`src/rtl/fbs_pkg.sv`:
```
package fbs_pkg;

   typedef enum logic {
      WALK_IDLE = 1'b0,
      WALK_RUN  = 1'b1
   } walk_state_e;

endpackage

```
`src/rtl/fbs_cfg_shadow.sv`:
```
module fbs_cfg_shadow #(
   parameter int ADDR_W         = 32,
   parameter int LEN_W          = 16,
   parameter int LINES_W        = 12,
   parameter int OUT_W          = 4,
   parameter bit SEPARATE_PITCH = 1'b1
) (
   input  logic               clk,
   input  logic               rst_n,
   input  logic               load,
   input  logic [ADDR_W-1:0]  in_pitch,
   input  logic [LEN_W-1:0]   in_len,
   input  logic [LINES_W-1:0] in_lines_m1,
   input  logic [OUT_W-1:0]   in_max_out,
   output logic [ADDR_W-1:0]  sh_pitch,
   output logic [LEN_W-1:0]   sh_len,
   output logic [LINES_W-1:0] sh_lines_m1,
   output logic [OUT_W-1:0]   sh_max_out
);

   always_ff @(posedge clk or negedge rst_n) begin
      if (!rst_n) begin
         sh_len      <= '0;
         sh_lines_m1 <= '0;
         sh_max_out  <= '0;
      end else if (load) begin
         sh_len      <= in_len;
         sh_lines_m1 <= in_lines_m1;
         sh_max_out  <= in_max_out;
      end
   end

   generate
      if (SEPARATE_PITCH) begin : g_pitch_reg
         logic [ADDR_W-1:0] pitch_q;
         always_ff @(posedge clk or negedge rst_n) begin
            if (!rst_n)    pitch_q <= '0;
            else if (load) pitch_q <= in_pitch;
         end
         assign sh_pitch = pitch_q;
      end else begin : g_pitch_packed
         logic unused_pitch;
         assign unused_pitch = ^in_pitch;
         assign sh_pitch     = ADDR_W'(sh_len);
      end
   endgenerate

endmodule

```
`src/rtl/fbs_credit.sv`:
```
module fbs_credit #(
   parameter int OUT_W = 4
) (
   input  logic             clk,
   input  logic             rst_n,
   input  logic [OUT_W-1:0] limit,
   input  logic             take,
   input  logic             give,
   output logic             room
);

   logic [OUT_W-1:0] inflight_q;
   logic             give_ok;

   assign give_ok = give && (inflight_q != '0);
   assign room    = inflight_q < limit;

   always_ff @(posedge clk or negedge rst_n) begin
      if (!rst_n) begin
         inflight_q <= '0;
      end else begin
         case ({take, give_ok})
            2'b10:   inflight_q <= inflight_q + 1'b1;
            2'b01:   inflight_q <= inflight_q - 1'b1;
            default: inflight_q <= inflight_q;
         endcase
      end
   end

   // a request is never accepted when the credit pool is empty
   p_take_room_r7: assert property (@(posedge clk) disable iff (!rst_n)
      take |-> (inflight_q < limit));

endmodule

```
`src/rtl/fbs_walker.sv`:
```
module fbs_walker
   import fbs_pkg::*;
#(
   parameter int ADDR_W     = 32,
   parameter int LEN_W      = 16,
   parameter int LINES_W    = 12,
   parameter int BEAT_BYTES = 4,
   parameter int MAX_BEATS  = 16,
   localparam int BEAT_SH   = $clog2(BEAT_BYTES),
   localparam int BEATS_W   = $clog2(MAX_BEATS) + 1,
   localparam int BURST_B   = MAX_BEATS * BEAT_BYTES
) (
   input  logic               clk,
   input  logic               rst_n,
   input  logic               start,
   input  logic [ADDR_W-1:0]  start_base,
   input  logic [LEN_W-1:0]   start_len,
   input  logic               adv,
   input  logic [ADDR_W-1:0]  run_pitch,
   input  logic [LEN_W-1:0]   run_len,
   input  logic [LINES_W-1:0] run_lines_m1,
   output logic               active,
   output logic [ADDR_W-1:0]  addr,
   output logic [BEATS_W-1:0] beats
);

   walk_state_e        state_q;
   logic [ADDR_W-1:0]  line_addr_q;
   logic [ADDR_W-1:0]  cur_addr_q;
   logic [LEN_W-1:0]   rem_q;
   logic [LINES_W-1:0] line_idx_q;
   logic               line_tail;
   logic               frame_tail;
   logic [ADDR_W-1:0]  next_line;

   assign active     = (state_q == WALK_RUN);
   assign addr       = cur_addr_q;
   assign line_tail  = (rem_q <= LEN_W'(MAX_BEATS));
   assign frame_tail = line_tail && (line_idx_q == run_lines_m1);
   assign beats      = line_tail ? BEATS_W'(rem_q) : BEATS_W'(MAX_BEATS);
   assign next_line  = line_addr_q + run_pitch;

   always_ff @(posedge clk or negedge rst_n) begin
      if (!rst_n) begin
         state_q     <= WALK_IDLE;
         line_addr_q <= '0;
         cur_addr_q  <= '0;
         rem_q       <= '0;
         line_idx_q  <= '0;
      end else if (start) begin
         state_q     <= WALK_RUN;
         line_addr_q <= start_base;
         cur_addr_q  <= start_base;
         rem_q       <= start_len >> BEAT_SH;
         line_idx_q  <= '0;
      end else if (active && adv) begin
         if (!line_tail) begin
            cur_addr_q <= cur_addr_q + ADDR_W'(BURST_B);
            rem_q      <= rem_q - LEN_W'(MAX_BEATS);
         end else if (frame_tail) begin
            state_q <= WALK_IDLE;
         end else begin
            line_addr_q <= next_line;
            cur_addr_q  <= next_line;
            rem_q       <= run_len >> BEAT_SH;
            line_idx_q  <= line_idx_q + 1'b1;
         end
      end
   end

   // a start pulse puts the walker on the new base address
   p_start_base_r3: assert property (@(posedge clk) disable iff (!rst_n)
      start |=> (active && (addr == $past(start_base))));

   // a busy walker always offers a legal burst size
   p_beats_range_r4: assert property (@(posedge clk) disable iff (!rst_n)
      active |-> ((beats != '0) && (beats <= BEATS_W'(MAX_BEATS))));

   // the granted last burst of the last line ends the walk
   p_frame_end_r6: assert property (@(posedge clk) disable iff (!rst_n)
      (active && adv && frame_tail && !start) |=> !active);

endmodule

```
`src/rtl/fb_scan_addrgen.sv`:
```
module fb_scan_addrgen
   import fbs_pkg::*;
#(
   parameter int ADDR_W         = 32,
   parameter int LEN_W          = 16,
   parameter int LINES_W        = 12,
   parameter int OUT_W          = 4,
   parameter int BEAT_BYTES     = 4,
   parameter int MAX_BEATS      = 16,
   parameter bit SEPARATE_PITCH = 1'b1,
   localparam int BEATS_W       = $clog2(MAX_BEATS) + 1
) (
   input  logic               clk,
   input  logic               rst_n,
   input  logic [ADDR_W-1:0]  cfg_base,
   input  logic [LEN_W-1:0]   cfg_len_bytes,
   input  logic [ADDR_W-1:0]  cfg_pitch,
   input  logic [LINES_W-1:0] cfg_lines_m1,
   input  logic [OUT_W-1:0]   cfg_max_out,
   input  logic               frame_start,
   output logic               req_valid,
   output logic [ADDR_W-1:0]  req_addr,
   output logic [BEATS_W-1:0] req_beats,
   input  logic               req_grant,
   input  logic               rsp_done,
   output logic               frame_busy
);

   generate
      if ((BEAT_BYTES < 1) || ((BEAT_BYTES & (BEAT_BYTES - 1)) != 0)) begin : g_bad_beat
         $error("BEAT_BYTES must be a power of two");
      end
      if ((MAX_BEATS < 1) || ((MAX_BEATS & (MAX_BEATS - 1)) != 0)) begin : g_bad_burst
         $error("MAX_BEATS must be a power of two");
      end
      if (LEN_W <= $clog2(BEAT_BYTES)) begin : g_bad_len
         $error("LEN_W too narrow for one beat");
      end
      if (OUT_W < 1) begin : g_bad_out
         $error("OUT_W must be at least 1");
      end
   endgenerate

   logic [ADDR_W-1:0]  sh_pitch;
   logic [LEN_W-1:0]   sh_len;
   logic [LINES_W-1:0] sh_lines_m1;
   logic [OUT_W-1:0]   sh_max_out;
   logic               walk_active;
   logic               credit_room;
   logic               accept;

   fbs_cfg_shadow #(
      .ADDR_W(ADDR_W), .LEN_W(LEN_W), .LINES_W(LINES_W), .OUT_W(OUT_W),
      .SEPARATE_PITCH(SEPARATE_PITCH)
   ) u_shadow (
      .clk(clk), .rst_n(rst_n), .load(frame_start),
      .in_pitch(cfg_pitch), .in_len(cfg_len_bytes),
      .in_lines_m1(cfg_lines_m1), .in_max_out(cfg_max_out),
      .sh_pitch(sh_pitch), .sh_len(sh_len),
      .sh_lines_m1(sh_lines_m1), .sh_max_out(sh_max_out)
   );

   fbs_walker #(
      .ADDR_W(ADDR_W), .LEN_W(LEN_W), .LINES_W(LINES_W),
      .BEAT_BYTES(BEAT_BYTES), .MAX_BEATS(MAX_BEATS)
   ) u_walker (
      .clk(clk), .rst_n(rst_n), .start(frame_start),
      .start_base(cfg_base), .start_len(cfg_len_bytes),
      .adv(accept), .run_pitch(sh_pitch), .run_len(sh_len),
      .run_lines_m1(sh_lines_m1),
      .active(walk_active), .addr(req_addr), .beats(req_beats)
   );

   fbs_credit #(
      .OUT_W(OUT_W)
   ) u_credit (
      .clk(clk), .rst_n(rst_n), .limit(sh_max_out),
      .take(accept), .give(rsp_done), .room(credit_room)
   );

   assign req_valid  = walk_active && credit_room;
   assign accept     = req_valid && req_grant;
   assign frame_busy = walk_active;

   // a posted but ungranted request stays put
   p_hold_stable_r8: assert property (@(posedge clk) disable iff (!rst_n)
      (req_valid && !req_grant && !frame_start) |=>
         (req_valid && $stable(req_addr) && $stable(req_beats)));

endmodule

```
`config.mk`:
```
export PLATFORM = sky130hd
export DESIGN_NAME = fb_scan_addrgen
export DESIGN_NICKNAME = d
export VERILOG_FILES = /design/src/rtl/fbs_pkg.sv /design/src/rtl/fbs_cfg_shadow.sv /design/src/rtl/fbs_credit.sv /design/src/rtl/fbs_walker.sv /design/src/rtl/fb_scan_addrgen.sv
export SDC_FILE = /design/constraint.sdc
export NUM_CORES = 1
export LEC_CHECK = 0
export BUFFER_PORTS_ARGS = -buffer_cell sky130_fd_sc_hd__buf_2
export CAP_MARGIN = 25
export CORE_UTILIZATION = 54
export CTS_BUF_LIST = sky130_fd_sc_hd__clkbuf_4
export DETAILED_ROUTE_END_ITERATION = 6
export GPL_ROUTABILITY_DRIVEN = 0
export PLACE_DENSITY = 0.79
export SLEW_MARGIN = 20
export SYNTH_ARGS = -nofsm -noshare
export SYNTH_HDL_FRONTEND = slang
export SYNTH_SLANG_ARGS = --single-unit
```
`constraint.sdc`:
```
create_clock -name clk -period 2.94 [get_ports clk]
set_input_delay 0.441 -clock clk [delete_from_list [all_inputs] [get_ports clk]]
set_output_delay 0.441 -clock clk [all_outputs]
set_load 0.01 [all_outputs]
```
; ---- Yosys cells after proc, flatten, opt, wreduce, memory -nomap -nowiden
; Index checks and enable logic that the tools add are counted.
[totals]
ff_bits = 161
latch_bits = 0
mem_bits_rw = 0
rom_bits = 0
in_bits = 101
out_inout_bits = 39
wordCells = 57
memories = 0
[classes]
n_addsub = 6
mul = 0
div_mod_pow = 0
n_lt_le_gt_ge = 2
eq_ne = 5
shift = 0
muxes = 21
n_bitwise = 0
reduce_logical = 13
[op_table]
columns = op, n
row1 = 32-bit 2-to-1 mux, 7
row2 = 16-bit 2-to-1 mux, 4
row3 = 12-bit 2-to-1 mux, 4
row4 = 32-bit adder, 1
row5 = "32-bit by 7-bit adder with 32-bit output, second input constant", 1
row6 = "16-bit by 5-bit less-or-equal comparator with 1-bit output, second input constant", 1
row7 = "16-bit by 5-bit subtractor with 16-bit output, second input constant", 1
row8 = "12-bit by 1-bit adder with 12-bit output, second input constant", 1
row9 = 12-bit == test, 1
row10 = 4-bit case mux with 2 select lines, 1
row11 = 2-bit nonzero test, 4
row12 = 3-bit AND reduction, 2
row13 = 1-bit logical AND, 5
row14 = 5-bit 2-to-1 mux, 1
row15 = "4-bit by 1-bit adder with 4-bit output, second input constant", 1
row16 = 4-bit < comparator, 1
row17 = 1-bit 2-to-1 mux, 4
row18 = 4-bit nonzero test, 1
row19 = "4-bit by 1-bit subtractor with 4-bit output, second input constant", 1
row20 = "3-bit inequality test, second input constant", 1
row21 = "2-bit by 1-bit == test with 1-bit output, second input constant", 1
row22 = "2-bit == test, second input constant", 1
row23 = "2-bit inequality test, second input constant", 1
row24 = 2-bit AND reduction, 1

; ---- Logic depth before layout (Yosys ltp)
; Gate-level depths: netlist of the first run.
[depth]
word_depth = 6
ltp_mapped = 13
mapped_depth_nobuf = 13

; ---- Cells and area by module
; From an unflattened synthesis of the first run, not the netlist that was laid out.
[hier_totals]
hier_cells = 963
area_unflattened_um2 = 9517.9
[modules_own_cells]
columns = mod, instances, cells_each, area_each_um2, seq_area_each_um2
row1 = fbs_walker, 1, 792, 6480.0, 2327.2
row2 = fbs_cfg_shadow, 1, 135, 2678.8, 1601.5
row3 = fbs_credit, 1, 34, 346.6, 100.1
row4 = fb_scan_addrgen, 1, 2, 12.5, 0.0

; ---- Least setup slack after synthesis of the first run
; No wires, ideal clock.
[synth_timing]
kind = register to register
from = register u_shadow.g_pitch_reg.pitch_q[0] (netlist: u_shadow.sh_pitch[0])
to = register u_walker.cur_addr_q[26] (netlist: u_walker.addr[26])
setup_time_ns = 0.119
arrival_time_ns = 2.749
t_required_ns = 2.821
path_slack_ns = 0.073
stages_incl_launch_ff = 13
path_buffers = 0
period_less_slack_ns = 2.867
path_cell_list = dfrtp_1 ha_1 fa_1 a21o_1 a21oi_1 o211ai_1 a41oi_1 o21ai_1 a21oi_1 o31a_1 xor2_1 a311oi_1 o21a_1
[synth_between]
elab_chain_cells = 5
[synth_lines]
columns = item, line_no
row1 = start: declaration, fbs_cfg_shadow.sv:35  ; logic [ADDR_W-1:0] pitch_q;
row2 = start signal: assignment, fbs_cfg_shadow.sv:38  ; else if (load) pitch_q <= in_pitch;
row3 = 32-bit adder, fbs_walker.sv:41  ; assign next_line = line_addr_q + run_pitch;
row4 = 32-bit 2-to-1 mux, fbs_walker.sv:60  ; end else if (frame_tail) begin
row5 = 32-bit 2-to-1 mux, fbs_walker.sv:57  ; if (!line_tail) begin
row6 = 32-bit 2-to-1 mux, fbs_walker.sv:56  ; end else if (active && adv) begin
row7 = 32-bit 2-to-1 mux, fbs_walker.sv:50  ; end else if (start) begin
row8 = end signal: assignment, fbs_walker.sv:53  ; cur_addr_q <= start_base;
row9 = end signal: assignment, fbs_walker.sv:58  ; cur_addr_q <= cur_addr_q + ADDR_W'(BURST_B);
row10 = end signal: assignment, fbs_walker.sv:64  ; cur_addr_q <= next_line;
row11 = end: declaration, fbs_walker.sv:29  ; logic [ADDR_W-1:0] cur_addr_q;
; No other way between the ends. The select of a mux whose other input is x is not followed.
; A chain may end at the register's enable or synchronous reset.

; ---- Final worst setup path of the first run
; Ends and elaborated chain as after synthesis.

==> metrics.md, run 1 <==
| Metric | Value |
|---|---|
| Worst slew margin | 66.7% |
| Post-synthesis register bit count | 159 |
| Seq/Total Area, Yosys | 42.5% |
| Power per cell area | 614 mW/mm² |
| Avg WL per Cell | 17.7 µm |
| Fin. Hold Viols | 0 |
| Min-Delay Startpoint | cfg_pitch[17] |
| Worst path slowest cell | dfrtp_1 |
| RSZ-0062 raised after global routing | yes |
| Synth Net Count | 1166 |
| CP startpoint | u_shadow.sh_pitch[0]$_DFFE_PN0P_ |
| Die ar. | 0.0179 mm² |
| CTS clock-pin slew for the worst setup and hold paths | 0.15 ns |
| Layout cell share with drive strength beyond 1 | 24.9% |
| Layout area overhead | 17.8% |
| Drc violations | 0 |
| Number of synthesized flops with an enable pin | 0 |
| Initial core utilization | 55.8% |
| CP Max Fanout | 3 |
| Total core area | 0.0168 mm² |
| Mapped Area | 0.00935 mm² |
| Worst EP arrival | 3.38 ns |
| Leak | 5.09 nW |
| Pwr Total | 6.77 mW |
| Die height | 134 µm |
| TritonRoute pass-1 iters | 5 |
| Vias in the first global route | 8343 |
| Status | complete, no violations |
| CP required | 3.44 ns |
| Main flop type after synthesis | dfrtp_1 |
| Vias per std cell | 5.97 |
| H-tree depth | 4 |
| Post-layout minimum cycle time | 2.88 ns |
| Yosys warns | 0 |
| Final Cycle Share | 98.1% |
| Crit path largest cell delay | 0.40 ns |
| Later-pin clock latency in the skew report | 0.60 ns |
| Max-slew violation count | 0 |
| Dpl hpwl | 18.0 mm |
| Vias | 8472 |
| Port buffer count | 137 |
| CP endpoint kind | register |
| Gr usage total | 29.1% |
| Peak VDD IR | 0.000382 V |
| Async set-or-reset flop fraction in the synthesized netlist | 100% |
| Hold slack | 0.0527 ns |
| Fmax | 0.347 GHz |
| CP most frequent cell | a21oi_2 |
| Largest net degree at the start of global routing | 115 |
| Synth cell types | 72 |
| Global-route wire length before repair | 41.0 mm |
| Grt ovf | 0 |
| Routed WL | 25.1 mm |
| Antenna violations before repair | 1 |
| Critical path class | register to register |
| Worst r2r src | u_shadow.sh_pitch[0]$_DFFE_PN0P_ |
| FP Rows | 47 |
| Fin nets | 1329 |
| Worst Skew | 0.0289 ns |
| Clock sinks | 159 |
| Initial DRC count | 678 |
| Hold/Removal Path Class | primary input to register |
| Antenna viol nets, final | 0 |
| Flop2flop setup slack | 0.06 ns |
| Critical Path Start Type | register |
| Post-synthesis area per instance | 9.15 µm² |
| CTS tree | done |
| Crit path cell chain | ha_2 -> fa_2 -> a21o_1 -> a21oi_2 -> o211ai_1 -> a41oi_2 -> o21ai_2 -> a21oi_2 -> o31a_1 -> xor2_1 -> a311oi_1 -> o21a_1 |
| Max Cap Viol | 0 |
| Mapped Cells | 1022 |
| CTS Root Cell | clkbuf_4 |
| Finish-stage setup viols | 0 |
| CTS Buffer Depth | 2 |
| Num CTS Buffers | 17 |
| IO Count | 140 |
| Die X | 134 µm |
| Worst-margin pin slew | 0.499 ns |
-- path summary, 6_finish.rpt --
| check | cells after the start | to |
|---|---|---|
| max | 12 | u_walker.addr[26]$_DFFE_PN0P_ |
| min | 2 | u_shadow.sh_pitch[17]$_DFFE_PN0P_ |
| max reg2reg | 12 | u_walker.addr[26]$_DFFE_PN0P_ |
| min reg2reg | 1 | u_credit.inflight_q[3]$_DFFE_PN0P_ |
| max in group asynchronous | 3 | u_shadow.sh_max_out[1]$_DFFE_PN0P_ |
| min in group asynchronous | 2 | u_shadow.sh_pitch[11]$_DFFE_PN0P_ |
-- kinds of logic after synthesis --
group | synth area share (%)
AO/OA/AOI/OAI | 19.4
XOR/XNOR | 5.89
adder cells (fa/ha/maj) | 5.91
buffers and inverters | 3.76
flip-flops | 42.5
multiplexers | 6.39
AND/OR/NAND/NOR | 16.1
-- cell usage in the layout, fill, tap and decap left out, types with 36 or more instances in the layout --
cell	n
inv_1	38
dfrtp_1	158
nand3_1	36
nor2_1	83
buf_2	135
nand2_1	109
ha_1	40
a21oi_1	93
xor2_1	37
mux2_2	46
buf_4	50
o21ai_0	87
-- per-stage QoR --
step / utilization [%] / worst slack, ns / TNS (ns) / area (µm²) / cells
CTS: 65.3 / 0.00116 / 0 / 10900 / 1414
global placement: 62.7 / -0.229 / -1.60 / 10500 / 1377
floorplan: - / 0.0726 / 0 / 9350 / 1022
detailed placement: 62.7 / -0.335 / -3.34 / 10500 / 1377
finish: 65.8 / 0.0571 / 0 / 11000 / 1420
global route: 65.8 / -0.0822 / -0.341 / 11000 / 1419
-- critical path, delay by kind of cell, from the launching register on --
| kind | cells | cell delay, ns |
|---|---|---|
| XOR/XNOR | 1 | 0.20 |
| AO/OA/AOI/OAI | 9 | 1.65 |
| adder cells (fa/ha/maj) | 2 | 0.55 |
| flip-flops | 1 | 0.40 |
-- metal layers --
metal	GRT usage (%)	vias to the layer above	routed length, µm	share of wire (%)
met5	0	-	0	0
met4	11.3	0	758	3.0
met3	6.58	73	1830	7.3
met2	45.7	364	11500	46
met1	39.2	4047	11100	44
li1	-	3988	-	-
-- state kept, by name (all words and copies together) (netlist names) --
name,count
u_credit.inflight_q,4
u_shadow.sh_len,14
u_shadow.sh_lines_m1,12
u_shadow.sh_max_out,4
u_shadow.sh_pitch,32
u_walker.active,1
u_walker.addr,32
u_walker.line_addr_q,32
u_walker.line_idx_q,12
u_walker.rem_q,16
-- what timing repair did --
item | CTS | global route
hold buffers | 1 | 0
setup endpoints to repair | 21 | 26
gates resized for setup | 8 | 18
hold endpoints to repair | 46 | 0
pin swaps | 4 | 16
buffers inserted | 4 | 4
-- power by group --
group	switching, mW	internal, mW
Combinational	1.32	1.02
Sequential	0.280	2.46
Clock	0.809	0.882
-- synthesized netlist by cell type, types with 3 or more instances --
cell	number	area, µm²
and4_1	3	26.3
o21bai_1	6	45.0
nor3_1	11	55.1
inv_1	38	143
xor2_1	37	324
o22a_1	3	26.3
nor2_1	84	315
a31oi_1	9	56.3
a211oi_1	7	52.6
o22ai_1	12	75.1
a311oi_1	7	61.3
nand2_1	109	409
o31ai_1	7	52.6
mux2_2	46	518
buf_2	11	55.1
and2_1	8	50.1
nand3_1	36	180
and3_1	13	81.3
o21ai_0	95	475
o211a_1	3	30.0
o21ai_1	3	15.0
or3_1	6	37.5
ha_1	41	513
nor2b_1	3	18.8
mux2i_1	8	80.1
o31a_1	3	26.3
o21a_1	4	30.0
a21oi_1	97	485
a22oi_1	3	22.5
xnor2_1	24	210
nand2b_1	7	43.8
buf_1	4	15.0
o211ai_1	5	37.5
clkbuf_1	31	116
dfrtp_1	159	3980
a21o_1	17	128
nand4_1	15	93.8
nor4_1	5	31.3
-- cell type report --
class	instances	area [µm²]
Fill cell	1385	5740
Multi-Input combinational cell	777	5090
Sequential cell	159	3980
Timing Repair Buffer	192	1160
Tap cell	220	275
Clock inverter	11	211
Clock buffer	21	158
Inverter	38	143
Antenna cell	2	5.00
No activity file was read; power rests on OpenSTA's default activity.
==> run 2, diff against run 1 <==
Settings changed: CORE_UTILIZATION 54 to 55, PLACE_DENSITY 0.79 to 0.77.
Clock period 2.94 ns to 3.7 ns, I/O delays scaled along.
==> metrics.md, run 2 (synthesis gave the netlist of run 1 again) <==
| Metric | Value |
|---|---|
| Critical path class | register to register |
| CTS Buffer Depth | 2 (unchanged) |
| Max Cap Viol | 0 (unchanged) |
| CTS tree | done |
| CTS Root Cell | clkbuf_4 |
| H-tree depth | 4 (unchanged) |
| Final Cycle Share | 91.7% (-6.3 points) |
| Worst Skew | 0.0191 ns (-0.00975 ns) |
| Grt ovf | 0 (unchanged) |
| Most frequent cells in the layout | dfrtp_1 (159), buf_2 (135), nand2_1 (109) |
| Num CTS Buffers | 17 (unchanged) |
| Hold slack | -0.0110 ns (-0.0637 ns) |
| Gr usage total | 28.9% (-0.21 points) |
| Finish-stage setup viols | 0 (unchanged) |
| Post-layout minimum cycle time | 3.39 ns (+0.511 ns) |
| IO Count | 140 (unchanged) |
| Fmax | 0.295 GHz (-15%) |
| Post-cts resize count | 0 (-8) |
| Status | finished with violations |
| Vias in the first global route | 8033 (-3.7%) |
| Worst-margin pin slew | 0.941 ns (+0.442 ns) |
| Vias per std cell | 5.97 (about the same) |
| Fin nets | 1295 (-2.6%) |
| Worst EP arrival | 3.84 ns (+0.46 ns) |
| FP Rows | 47 (unchanged) |
| Antenna violations before repair | 3 (+2) |
| Power per cell area | 458 mW/mm² (-25%) |
| Max-slew violation count | 0 (unchanged) |
| CP Max Fanout | 3 (unchanged) |
| Peak VDD IR | 0.000289 V (-24%) |
| Vias | 8236 (-2.8%) |
| CTS clock-pin slew for the worst setup and hold paths | 0.13 ns (-0.02 ns) |
| Global-route wire length before repair | 40.2 mm (-1.9%) |
| Drc violations | 0 (unchanged) |
| Layout cell share with drive strength beyond 1 | 20.9% (-4.0 points) |
| Clock sinks | 159 (unchanged) |
| Pwr Total | 4.81 mW (-29%) |
| RSZ-0062 raised after global routing | no |
| Initial DRC count | 694 (+2.4%) |
| Largest net degree at the start of global routing | 89 (-23%) |
| Critical Path Start Type | register |
| Fin. Hold Viols | 4 (+4) |
| Later-pin clock latency in the skew report | 0.57 ns (-0.03 ns) |
| Hold/Removal Path Class | primary input to async pin |
| Violated checks | negative hold slack |
| Dpl hpwl | 17.7 mm (-2.1%) |
| Postcts setup bufs | 0 (-4) |
| Avg WL per Cell | 17.6 µm (-0.89%) |
| Die height | 132 µm (-0.90%) |
| Port buffer count | 137 (unchanged) |
| Commonest non-fill, non-tap cell in the layout | dfrtp_1 |
| Hold Buf Count CTS | 0 (-1) |
| Initial core utilization | 56.4% (+0.59 points) |
| Die ar. | 0.0175 mm² (-1.8%) |
| CP required | 4.15 ns (+0.71 ns) |
| Worst slew margin | 37.2% (-30 points) |
| Leak | 4.82 nW (-5.2%) |
| Total core area | 0.0166 mm² (-1.1%) |
| Routed WL | 24.2 mm (-3.7%) |
| Die X | 132 µm (-0.90%) |
| Setup TNS | 0 ns (unchanged) |
| Flop2flop setup slack | 0.31 ns (+0.25 ns) |
| Antenna viol nets, final | 0 (unchanged) |
| TritonRoute pass-1 iters | 5 (unchanged) |
| Layout area overhead | 12.3% |
| CP endpoint kind | register |
## run 2: cell count changes in the layout (fill, tap and decap cells not counted), sizes merged
cell	before	now
inv	39	38
clkinvlp	0	2
bufinv	6	2
diode	2	1
clkinv	4	6
clkbuf	21	17
dlygate4sd3	1	0
buf	191	158
## run 2: metal layers
metal | global-route usage (%) | vias to the layer above | wire length (µm)
met3 | 4.90 | 39 | 1540
met1 | 39.8 | 3972 | 10900
met5 | 0 | - | 13
li1 | - | 3910 | -
met2 | 46.3 | 313 | 11300
met4 | 9.64 | 2 | 443
## run 2: power by group
| group | switching [mW] | internal (mW) | leakage, nW |
|---|---|---|---|
| combinational | 0.976 | 0.691 | 2.80 |
| sequential | 0.226 | 1.95 | 1.90 |
| clock | 0.588 | 0.371 | 0.123 |
| total | 1.79 | 3.02 | 4.82 |
## run 2: area by class of cell
cell class / count / area, µm²
multi-input combinational: 777 / 5020
fill: 1460 / 6080
clock buffer: 17 / 128
sequential: 159 / 3980
clock inverter: 10 / 101
tap: 220 / 275
antenna: 1 / 2.50
timing repair buffer: 158 / 852
inverter: 38 / 143
## run 2: worst paths after layout
path,from,to,cells after the start
worst max register to register,u_shadow.sh_pitch[0]$_DFFE_PN0P_,u_walker.addr[26]$_DFFE_PN0P_,12
worst min register to register,u_walker.line_addr_q[10]$_DFFE_PN0P_,u_walker.line_addr_q[10]$_DFFE_PN0P_,1
worst min-delay path,rst_n,u_shadow.sh_pitch[24]$_DFFE_PN0P_,1
max in group asynchronous,rst_n,u_walker.addr[29]$_DFFE_PN0P_,2
min in group clk,cfg_len_bytes[8],u_walker.rem_q[6]$_DFFE_PN0P_,3
worst max-delay path,u_shadow.sh_pitch[0]$_DFFE_PN0P_,u_walker.addr[26]$_DFFE_PN0P_,12
## run 2: worst max-delay path: stages (launching register included)
cell      delay (ns)
dfrtp_1         0.40
ha_1            0.23
fa_1            0.42
a21o_1          0.17
a21oi_1         0.24
o211ai_1        0.19
a41oi_1         0.38
o21ai_1         0.18
a21oi_1         0.31
o31a_1          0.23
xor2_1          0.19
a311oi_1        0.11
o21a_1          0.22
## run 2: stage by stage
step                hold WS [ns]  std cells  cell area (µm²)  utilization, %  setup slack (ns)
floorplan                  0.259       1022             9350               -             0.833
global placement           0.481       1352            10300            61.9             0.405
detailed placement         0.489       1352            10300            61.9             0.370
CTS                       0.0369       1379            10500            63.3             0.330
global route              0.0419       1380            10500            63.3            0.0609
finish                   -0.0110       1380            10500            63.3             0.306
